**config.mk**
```make
export PLATFORM = sky130hd
export DESIGN_NAME = fpfl_unit
export DESIGN_NICKNAME = d
export VERILOG_FILES = /design/src/rtl/fpfl_pkg.sv /design/src/rtl/fpfl_tiny_detect.sv /design/src/rtl/fpfl_rm_select.sv /design/src/rtl/fpfl_opnd_flush.sv /design/src/rtl/fpfl_unit.sv
export SDC_FILE = /design/constraint.sdc
export NUM_CORES = 1
export LEC_CHECK = 0
export BUFFER_PORTS_ARGS = -buffer_cell sky130_fd_sc_hd__buf_2
export CORE_ASPECT_RATIO = 1.4
export CORE_MARGIN = 1.5
export CORE_UTILIZATION = 42
export DETAILED_ROUTE_END_ITERATION = 12
export GPL_TIMING_DRIVEN = 0
export PLACE_DENSITY = 0.71
export SKIP_CTS_REPAIR_TIMING = 1
export SYNTH_ARGS = -nofsm -noshare
export SYNTH_HDL_FRONTEND = slang
export SYNTH_HIERARCHICAL = 1
export SYNTH_SLANG_ARGS = --single-unit
export TNS_END_PERCENT = 5
```
**constraint.sdc**
```tcl
create_clock -name clk -period 0.8 [get_ports clk]
set_input_delay 0.04 -clock clk [delete_from_list [all_inputs] [get_ports clk]]
set_output_delay 0.04 -clock clk [all_outputs]
set_load 0.02 [all_outputs]
```
**src/rtl/fpfl_pkg.sv**
```systemverilog
package fpfl_pkg;
    localparam int FRAC_W  = 23;
    localparam int EXPF_W  = 8;
    localparam int WORD_W  = 1 + EXPF_W + FRAC_W;
    localparam int NUM_OPS = 2;

    localparam logic [WORD_W-2:0] MIN_NORM_MAG = {{(EXPF_W-1){1'b0}}, 1'b1, {FRAC_W{1'b0}}};

    typedef enum logic [1:0] {
        RM_NEAR = 2'b00,
        RM_ZERO = 2'b01,
        RM_UP   = 2'b10,
        RM_DOWN = 2'b11
    } rmode_e;

    typedef struct packed {
        logic                            valid;
        logic [WORD_W-1:0]               res;
        logic [NUM_OPS-1:0][WORD_W-1:0]  ops;
        logic                            uf;
        logic                            ix;
        logic                            dmap;
        logic                            trap;
    } stage_s;
endpackage

```
**src/rtl/fpfl_tiny_detect.sv**
```systemverilog
module fpfl_tiny_detect #(
    parameter int EXP_W = 10
) (
    input  logic signed [EXP_W-1:0] exp_i,
    output logic                    tiny_o,
    output logic                    upper_half_o
);
    logic exp_zero;

    always_comb begin
        exp_zero     = (exp_i == '0);
        // negative or zero biased exponent is below 2^-126
        tiny_o       = exp_i[EXP_W-1] | exp_zero;
        // exponent 0 means magnitude in [2^-127, 2^-126)
        upper_half_o = exp_zero;
    end
endmodule

```
**src/rtl/fpfl_rm_select.sv**
```systemverilog
module fpfl_rm_select
    import fpfl_pkg::*;
(
    input  logic       sign_i,
    input  logic       upper_half_i,
    input  logic [1:0] rm_i,
    output logic       pick_min_o
);
    rmode_e rm;

    always_comb begin
        rm = rmode_e'(rm_i);
        unique case (rm)
            RM_NEAR: pick_min_o = upper_half_i;
            RM_ZERO: pick_min_o = 1'b0;
            RM_UP:   pick_min_o = ~sign_i;
            RM_DOWN: pick_min_o = sign_i;
            default: pick_min_o = 1'b0;
        endcase
    end
endmodule

```
**src/rtl/fpfl_opnd_flush.sv**
```systemverilog
module fpfl_opnd_flush
    import fpfl_pkg::*;
(
    input  logic [WORD_W-1:0] word_i,
    output logic [WORD_W-1:0] word_o,
    output logic              is_den_o
);
    always_comb begin
        is_den_o = (word_i[WORD_W-2:FRAC_W] == '0) && (word_i[FRAC_W-1:0] != '0);
        word_o   = is_den_o ? {word_i[WORD_W-1], {(WORD_W-1){1'b0}}} : word_i;
    end
endmodule

```
**src/rtl/fpfl_unit.sv**
```systemverilog
module fpfl_unit
    import fpfl_pkg::*;
#(
    parameter int EXP_W = 10
) (
    input  logic                    clk,
    input  logic                    rst_n,
    input  logic                    in_valid,
    input  logic                    res_sign,
    input  logic signed [EXP_W-1:0] res_exp,
    input  logic [FRAC_W-1:0]       res_frac,
    input  logic                    res_exact,
    input  logic [1:0]              rnd_mode,
    input  logic                    exec_precise,
    input  logic                    map_quiet,
    input  logic [WORD_W-1:0]       opa,
    input  logic [WORD_W-1:0]       opb,
    output logic                    out_valid,
    output logic [WORD_W-1:0]       res_word,
    output logic [WORD_W-1:0]       opa_out,
    output logic [WORD_W-1:0]       opb_out,
    output logic                    uf,
    output logic                    ix,
    output logic                    dmap,
    output logic                    trap
);
    stage_s nxt_d, stg_q;
    logic   seen_q;

    logic tiny, upper_half, pick_min;
    logic [NUM_OPS-1:0][WORD_W-1:0] op_in, op_flush;
    logic [NUM_OPS-1:0]             op_den;

    assign op_in[0] = opa;
    assign op_in[1] = opb;

    fpfl_tiny_detect #(.EXP_W(EXP_W)) u_tiny (
        .exp_i        (res_exp),
        .tiny_o       (tiny),
        .upper_half_o (upper_half)
    );

    fpfl_rm_select u_rm (
        .sign_i       (res_sign),
        .upper_half_i (upper_half),
        .rm_i         (rnd_mode),
        .pick_min_o   (pick_min)
    );

    for (genvar g = 0; g < NUM_OPS; g++) begin : g_opnd
        fpfl_opnd_flush u_flush (
            .word_i   (op_in[g]),
            .word_o   (op_flush[g]),
            .is_den_o (op_den[g])
        );
    end

    always_comb begin
        nxt_d       = '0;
        nxt_d.valid = in_valid;
        if (in_valid) begin
            if (!tiny) begin
                nxt_d.res = {res_sign, res_exp[EXPF_W-1:0], res_frac};
                nxt_d.ix  = ~res_exact;
            end else begin
                nxt_d.uf = 1'b1;
                nxt_d.ix = 1'b1;
                if (exec_precise) begin
                    nxt_d.trap = 1'b1;
                end else begin
                    nxt_d.res  = {res_sign, pick_min ? MIN_NORM_MAG : {(WORD_W-1){1'b0}}};
                    nxt_d.dmap = ~map_quiet;
                end
            end
            nxt_d.ops = exec_precise ? op_in : op_flush;
            if (|op_den) begin
                if (exec_precise) nxt_d.trap = 1'b1;
                else if (!map_quiet) nxt_d.dmap = 1'b1;
            end
            if (nxt_d.trap) nxt_d.res = '0;
        end
    end

    always_ff @(posedge clk or negedge rst_n) begin
        if (!rst_n) begin
            stg_q  <= '0;
            seen_q <= 1'b0;
        end else begin
            stg_q  <= nxt_d;
            seen_q <= 1'b1;
        end
    end

    assign out_valid = stg_q.valid;
    assign res_word  = stg_q.res;
    assign opa_out   = stg_q.ops[0];
    assign opb_out   = stg_q.ops[1];
    assign uf        = stg_q.uf;
    assign ix        = stg_q.ix;
    assign dmap      = stg_q.dmap;
    assign trap      = stg_q.trap;

    assert_valid_follow_R1: assert property (@(posedge clk) disable iff (!rst_n)
        seen_q |-> (out_valid == $past(in_valid)));

    assert_mapped_magnitude_R2: assert property (@(posedge clk) disable iff (!rst_n)
        (out_valid && uf && !trap) |->
        ((res_word[WORD_W-2:0] == '0) || (res_word[WORD_W-2:0] == MIN_NORM_MAG)));

    assert_uf_implies_ix_R3: assert property (@(posedge clk) disable iff (!rst_n)
        uf |-> ix);

    assert_dmap_cond_R4: assert property (@(posedge clk) disable iff (!rst_n)
        (seen_q && dmap) |-> (!$past(map_quiet) && !$past(exec_precise)));

    assert_op_flush_zero_R5: assert property (@(posedge clk) disable iff (!rst_n)
        (seen_q && out_valid && !$past(exec_precise) &&
         $past(opa[WORD_W-2:FRAC_W] == '0) && $past(opa[FRAC_W-1:0] != '0))
        |-> (opa_out[WORD_W-2:0] == '0));

    assert_trap_res_zero_R6: assert property (@(posedge clk) disable iff (!rst_n)
        trap |-> (res_word == '0 && !dmap));

    assert_fast_no_trap_R9: assert property (@(posedge clk) disable iff (!rst_n)
        (seen_q && trap) |-> $past(exec_precise));
endmodule

```
# After elaboration in Yosys (flattened, before gate mapping)
# Index checks and enable logic that the tools add are counted.
# word_totals
word_cells	43
reg_bits	101
# classes
n_reduce_logical	9
bitwise	4
n_eq_ne	3
mux	19
# ops
operator	n
$mux 100	1
$mux 32	3
$mux 63	1
$mux 31	2
$reduce_bool 23->1	2
$mux 24	1
$logic_not 8->1	2
$logic_not 10->1	1
$mux 1	7
$mux 2	3
$eq 2x2->1 const B	2
$pmux 1 s4	1
$not 1->1	3
$eq 2x1->1 const B	1
$logic_and 1x1->1	2
$logic_not 2->1	1
$reduce_or 2->1	1
$or 1x1->1	1

# Depth between registers and ports, before layout
# Gate-level depths: netlist of the first run.
# depth
depth_word	9
mapped_depth	7
ltp_nobuf	6

# By module
# Netlist of the first run, hierarchy kept.
# by_module_without_submodules
mod	area_each_um2	cells_each	n_inst
fpfl_unit	4192.8	296	1
fpfl_opnd_flush	352.8	45	2
fpfl_tiny_detect	41.3	5	1
fpfl_rm_select	31.3	5	1

# Worst setup path after synthesis of the first run
# Ideal clock, no wire load.
# synth_path
path_type	input -> register
startpoint	in res_exp[7]
endpoint	reg stg_q (netlist bit res_word[0])
setup_time_ps	128
cell_stages	5
n_path_buf	1
t_arrival_ps	1550
required_ps	672
setup_slack_ps	-878
cell_sequence	or4_1 > o41ai_2 > nand2b_1 > buf_2 > nor3b_2
# synth_lines
element	line	text
start: declaration	fpfl_unit.sv:10	input logic signed [EXP_W-1:0] res_exp,
end signal: assignment	fpfl_unit.sv:89	stg_q <= nxt_d;
end: declaration	fpfl_unit.sv:27	stage_s nxt_d, stg_q;

==> metrics.md, run 1 <==
| Metric | Value |
|---|---|
| Area leader, netlist | `dfrtp_1` |
| Req. time, crit path | `1030 ps` |
| Top cells by area, synth | `dfrtp_1, mux2i_1, nor2b_1` |
| Yosys warnings | `6` |
| Layout fillers | `949` |
| Commonest cells post-synth | `dfrtp_1, mux2i_1, nor2b_1, and2_4, nor3b_2` |
| Share of cells above drive strength 1 | `52.37%` |
| Mean Syn Cell Area | `12.55 um^2` |
| Gp weighted congestion | `0.7775` |
| Die Y | `131.7 um` |
| Number of diodes | `0` |
| FF+latch count, synth | `101` |
| Period utilisation layout | `171.2%` |
| Largest family of logic cells by synthesized area | `simple AND/OR/NAND/NOR gates` |
| Most common cell in the netlist | `dfrtp_1` |
| Die ar. | `12510 um^2` |
| Status | `complete, but fails checks` |
| Setup ws final | `-569.6 ps` |
| Worst IR drop on VDD | `948.4 uV` |
| Core area | `11450 um^2` |
| CP Launch Type | `input pin` |
| Vias per cell | `4.735` |
| Fin crit period | `1370 ps` |
| Initial Util | `43.40%` |
| WL per Instance | `15.46 um` |
| Clock sink total | `101` |
| Num CTS Buffers | `9` |
| Mux share of post-synthesis cell area | `13.09%` |
| Syn nets | `502` |
| Htree depth | `3` |
| Cell row count | `46` |
| Post-synthesis sequential area ratio | `50.84%` |
| Initial DRC Count | `114` |
| Violated checks | `hold timing, setup timing` |
| DRC Markers | `0` |
| Synthesized area | `4971 um^2` |
| Headroom to the max-slew limit | `60.52%` |
| P_leak | `3.687 nW` |
| I/O pin count | `207` |
| Global-route wire length before repair | `18900 um` |
| CP Capture Type | `flop` |
| Placed wire-length estimate | `9120 um` |
| Vias | `3783` |
| CP max FO | `10` |
| RSZ-0062 raised after global routing | `yes` |
| Xor/xnor share of the synthesized area | `0%` |
| CTS clk-pin slew, worst paths | `70 ps` |
| Grt total ovfl | `0` |
| Vias in the first global route | `3887` |
| Slew @ Worst Pin | `586.8 ps` |
| Final hold violations | `49` |
| Die Span X | `94.95 um` |
| Post-DRT Antenna Nets | `0` |
| Synth Flop Type | `dfrtp_1` |
| Arr. time, crit path | `1600 ps` |
| Setup TNS | `-30220 ps` |
| Area grow syn2layout | `44.27%` |
| CTS tree | `done` |
| Compound-Gate Fraction of Synth Area | `1.837%` |
| Number of port buffers | `205` |
| Post-Synth Adder-Cell Area | `0%` |
| Max clock buf depth | `2` |
| Asr flop ratio synth | `100.0%` |
| Class of the worst hold path | `input pin to async pin` |
| GRT Util Overall | `19.34%` |
| Pin count of the biggest net entering global routing | `61` |
| Share of the synthesized area in the top cell type | `50.84%` |
| Max Cap Viol | `0` |
| Post-synth EDFFs | `0` |
| Root buffer cell | `clkbuf_16` |
| Drt total wl | `12350 um` |
| Simple-Gate Fraction of Synth Area | `28.37%` |
| Min Hold Slack | `-318.0 ps` |
| Distinct cell type count after synthesis | `33` |
| WS Path Type | `input pin to flop` |
| Gate Count Post-Synth | `396` |
| Max-slew violations | `0` |
| Setup-failing EPs final | `170` |
| Nets | `756` |
| Power Density | `1692 nW/um^2` |
| FMAX | `730.1 MHz` |
| Initial antenna violation count | `1` |
| Pre-antenna DRT Iters | `4` |
sequential cells by signal, summed over array words and instances (netlist names):
name       flops
opa_out       32
opb_out       32
res_word      32
dmap           1
ix             1
out_valid      1
trap           1
uf             1
worst max-delay path, cell delays in order:
cell      delay (ps)
buf_6             90
or4_4            550
o41ai_4          440
nand2b_4         260
buf_12           150
nor3b_2           50
cells in the final DEF (no fill, tap or decap), drive strengths merged, types with 3 or more instances in the layout:
cell	count
dfrtp	101
nand2b	3
dlygate4sd3	35
nor2b	64
nand2	3
clkbuf	28
inv	8
mux2i	65
buf	233
nor3b	30
and2	47
a31oi	3
nor4	15
cell families after synthesis:
| group | after synthesis |
|---|---|
| buf+inv | 47 |
| mux | 65 |
| simple gates | 174 |
| compound gates | 9 |
| flops | 101 |
area by class of cell:
type	count	area, um^2	share of cell area [%]
Tap cell	144	180.2	2.512
Clock buffer	9	225.2	3.140
Clock inverter	7	65.06	0.9072
Sequential cell	101	2527	35.24
Timing Repair Buffer	243	1590	22.17
Buffer	44	325.3	4.536
Inverter	3	11.26	0.1570
Multi-Input combinational cell	248	2247	31.33
power breakdown:
group          switching, mW  internal (mW)  leakage (nW)  total, mW
sequential            0.0817           5.38          1.32       5.46
combinational           1.22           1.19          2.23       2.41
clock                   2.07           2.19         0.141       4.27
total                   3.37           8.76          3.69       12.1
metrics by stage:
stage / cells / util, % / total power, mW / setup slack, ps / instance area [um^2]
2_1_floorplan: 396 / - / 6.774 / -751.2 / 5012
3_3_place_gp: 745 / 54.29 / 7.612 / -1363 / 6218
6_report: 799 / 62.62 / 12.14 / -569.6 / 7172
5_1_grt: 799 / 62.62 / 12.66 / -616.8 / 7172
4_1_cts: 762 / 57.09 / 11.98 / -652.8 / 6539
3_5_place_dp: 746 / 54.56 / 7.688 / -1013 / 6248
layer usage:
| metal | track usage [%] | share of wire (%) |
|---|---|---|
| met1 | 21.82 | 37 |
| met4 | 6.799 | 2.1 |
| met3 | 6.019 | 7.7 |
| met5 | 0 | 0.057 |
| met2 | 33.69 | 53 |
final timing paths:
| kind | from | endpoint | slack, ps | cells after the start |
|---|---|---|---|---|
| setup / recovery | res_exp[1] | res_word[2]$_DFF_PN0_ | -570 | 6 |
| hold / removal | rst_n | opa_out[31]$_DFF_PN0_ | -320 | 1 |
| max in group asynchronous | rst_n | res_word[25]$_DFF_PN0_ | 440 | 2 |
| min in group clk | opa[27] | opa_out[27]$_DFF_PN0_ | -20 | 3 |
Power figures use the tool's default switching activity.
==> inputs of run 2 (changes only) <==
CORE_UTILIZATION = 45   (was 42)
PLACE_DENSITY = 0.76   (was 0.71)
==> run 2 against run 1 <==
Compared with the run above: the run still ends with hold timing, setup timing left; sequential power barely moved; core utilization increased by 3.5 points; critical path depth stayed put; sequential share of layout area is 0.11 points higher; worst hold slack better by 36 ps; first-iteration DRC count shrank 4.4%; global-route usage is 0.90 points higher; combinational power about the same; worst setup slack improved by 28 ps; flip-flop and latch count did not move; wire length is 1.3% lower; critical path type unchanged; largest cell class unchanged.
==> metrics.md, run 2 (same netlist as run 1, synthesis figures left out) <==
| Metric | Value |
|---|---|
| Clock sink total | `101 (unchanged)` |
| Die Span X | `91.83 um (was 94.95 um)` |
| Max Cap Viol | `0 (unchanged)` |
| Setup ws final | `-541.9 ps (was -569.6 ps)` |
| WP buf/inv | `2 (unchanged)` |
| Critical path depth | `6 (unchanged)` |
| Fin crit period | `1342 ps (was 1370 ps)` |
| Placed wire-length estimate | `8811 um (was 9120 um)` |
| Num CTS Buffers | `9 (unchanged)` |
| CP Cell Sequence | `buf_6 -> or4_4 -> o41ai_4 -> nand2b_4 -> buf_12 -> nor3b_2 (unchanged)` |
| Root buffer cell | `clkbuf_16 (unchanged)` |
| Max-slew violations | `0 (unchanged)` |
| Die Y | `127.4 um (was 131.7 um)` |
| Status | `complete, but fails checks (unchanged)` |
| Power Density | `1726 nW/um^2 (was 1692 nW/um^2)` |
| Global-route wire length before repair | `18250 um (was 18900 um)` |
| Initial antenna violation count | `0 (was 1)` |
| FMAX | `745.2 MHz (was 730.1 MHz)` |
| CP top delay family | `simple AND/OR/NAND/NOR gates (unchanged)` |
| RSZ-0062 raised after global routing | `yes (unchanged)` |
| Multi-input logic area | `2276 um^2 (was 2247 um^2)` |
| Pin count of the biggest net entering global routing | `57 (was 61)` |
| Share of cells above drive strength 1 | `52.92% (was 52.37%)` |
| Worst IR drop on VDD | `1093 uV (was 948.4 uV)` |
| Gp weighted congestion | `0.8208 (was 0.7775)` |
| Drt total wl | `12200 um (was 12350 um)` |
| GRT Util Overall | `20.24% (was 19.34%)` |
| WL per Instance | `15.42 um (was 15.46 um)` |
| Vias | `3742 (was 3783)` |
| Initial Util | `45.98% (was 43.40%)` |
| Min Hold Slack | `-282.2 ps (was -318.0 ps)` |
| Arr. time, crit path | `1570 ps (was 1600 ps)` |
| P_leak | `3.677 nW (was 3.687 nW)` |
| Headroom to the max-slew limit | `57.80% (was 60.52%)` |
| DP Cell Count | `743 (was 746)` |
| Slowest-stage cell, CP | `or4_4 (unchanged)` |
| Htree depth | `3 (unchanged)` |
| DRC Markers | `0 (unchanged)` |
| CP Launch Type | `input pin (unchanged)` |
| Fin cells | `791 (was 799)` |
| Number of diodes | `0 (unchanged)` |
| Final hold violations | `49 (unchanged)` |
| Most frequent cells in the layout | `buf_2, dfrtp_1, mux2i_1, nor2b_1, and2_4 (was buf_2, dfrtp_1, nor2b_1, mux2i_1, and2_4)` |
| Nets | `751 (was 756)` |
| Layout fillers | `856 (was 949)` |
| Placed Area | `6245 um^2 (was 6248 um^2)` |
| Final instance area | `7149 um^2 (was 7172 um^2)` |
| Initial DRC Count | `109 (was 114)` |
| CP max FO | `10 (unchanged)` |
| Vias in the first global route | `3772 (was 3887)` |
| Post-DRT Antenna Nets | `0 (unchanged)` |
| Setup TNS | `-29440 ps (was -30220 ps)` |
| Slew @ Worst Pin | `633.0 ps (was 586.8 ps)` |
| Worst stage delay on the critical path | `560 ps (was 550 ps)` |
| Max clock buf depth | `2 (unchanged)` |
| Core area | `10810 um^2 (was 11450 um^2)` |
| DP Worst Slack | `-1008 ps (was -1013 ps)` |
| CP Capture Type | `flop (unchanged)` |
| Die ar. | `11700 um^2 (was 12510 um^2)` |
| Commonest non-fill, non-tap cell in the layout | `buf_2 (unchanged)` |
| Reg area | `2527 um^2 (unchanged)` |
| Class of the worst hold path | `input pin to async pin (unchanged)` |
| Area grow syn2layout | `43.82% (was 44.27%)` |
| Cell row count | `45 (was 46)` |
| Vias per cell | `4.731 (was 4.735)` |
| Req. time, crit path | `1020 ps (was 1030 ps)` |
| I/O pin count | `207 (unchanged)` |
| WS Path Type | `input pin to flop (unchanged)` |
| CTS clk-pin slew, worst paths | `70 ps (about the same)` |
| Launch point of the worst path | `res_exp[1] (unchanged)` |
| Pre-antenna DRT Iters | `4 (unchanged)` |
| Grt total ovfl | `0 (unchanged)` |
| Period utilisation layout | `167.7% (was 171.2%)` |
| CTS tree | `done (unchanged)` |
| Number of port buffers | `205 (unchanged)` |
| Violated checks | `hold timing, setup timing (unchanged)` |
| Setup-failing EPs final | `175 (was 170)` |
==> run 2: cell types whose count changed in the layout (fill, tap and decap cells not counted), sizes merged <==
cell,change
buf,-2
bufinv,+1
clkbuf,+2
clkinv,+2
clkinvlp,-1
dlygate4sd3,-3
inv,-4
==> run 2: metrics by stage <==
step                      power (mW)  utilization (%)
after floorplan                6.774                -
after global placement         7.607            57.49
after detailed placement       7.680            57.77
after CTS                      12.20            60.64
after global routing           12.92            66.13
final                          12.34            66.13
==> run 2: layer usage <==
metal	GRT usage [%]	wire length, um	up-vias	share of wire, %
li1	-	-	1811	-
met1	22.50	4539	1788	37
met2	36.65	6611	133	54
met3	6.250	884	10	7.2
met4	6.606	162	0	1.3
met5	0	0	-	0
==> run 2: power by group <==
group          total, mW  switching, mW  internal (mW)
clock               4.48           1.88           2.60
combinational       2.39           1.22           1.17
sequential          5.47         0.0843           5.38
total               12.3           3.18           9.16
==> run 2: path summary, 6_finish.rpt <==
check / slack, ps / to
worst max-delay path: -540 / res_word[29]$_DFF_PN0_
min in group clk: -20 / res_word[24]$_DFF_PN0_
max in group asynchronous: 400 / opb_out[25]$_DFF_PN0_
worst min-delay path: -280 / opa_out[11]$_DFF_PN0_
==> run 2: layout make-up <==
| cell class | instances | share of cell area [%] |
|---|---|---|
| sequential | 101 | 35.35 |
| multi-input combinational | 248 | 31.83 |
| timing repair buffer | 238 | 21.30 |
| buffer | 44 | 4.550 |
| clock buffer | 11 | 3.535 |
| tap | 141 | 2.468 |
| clock inverter | 5 | 0.8050 |
| inverter | 3 | 0.1575 |
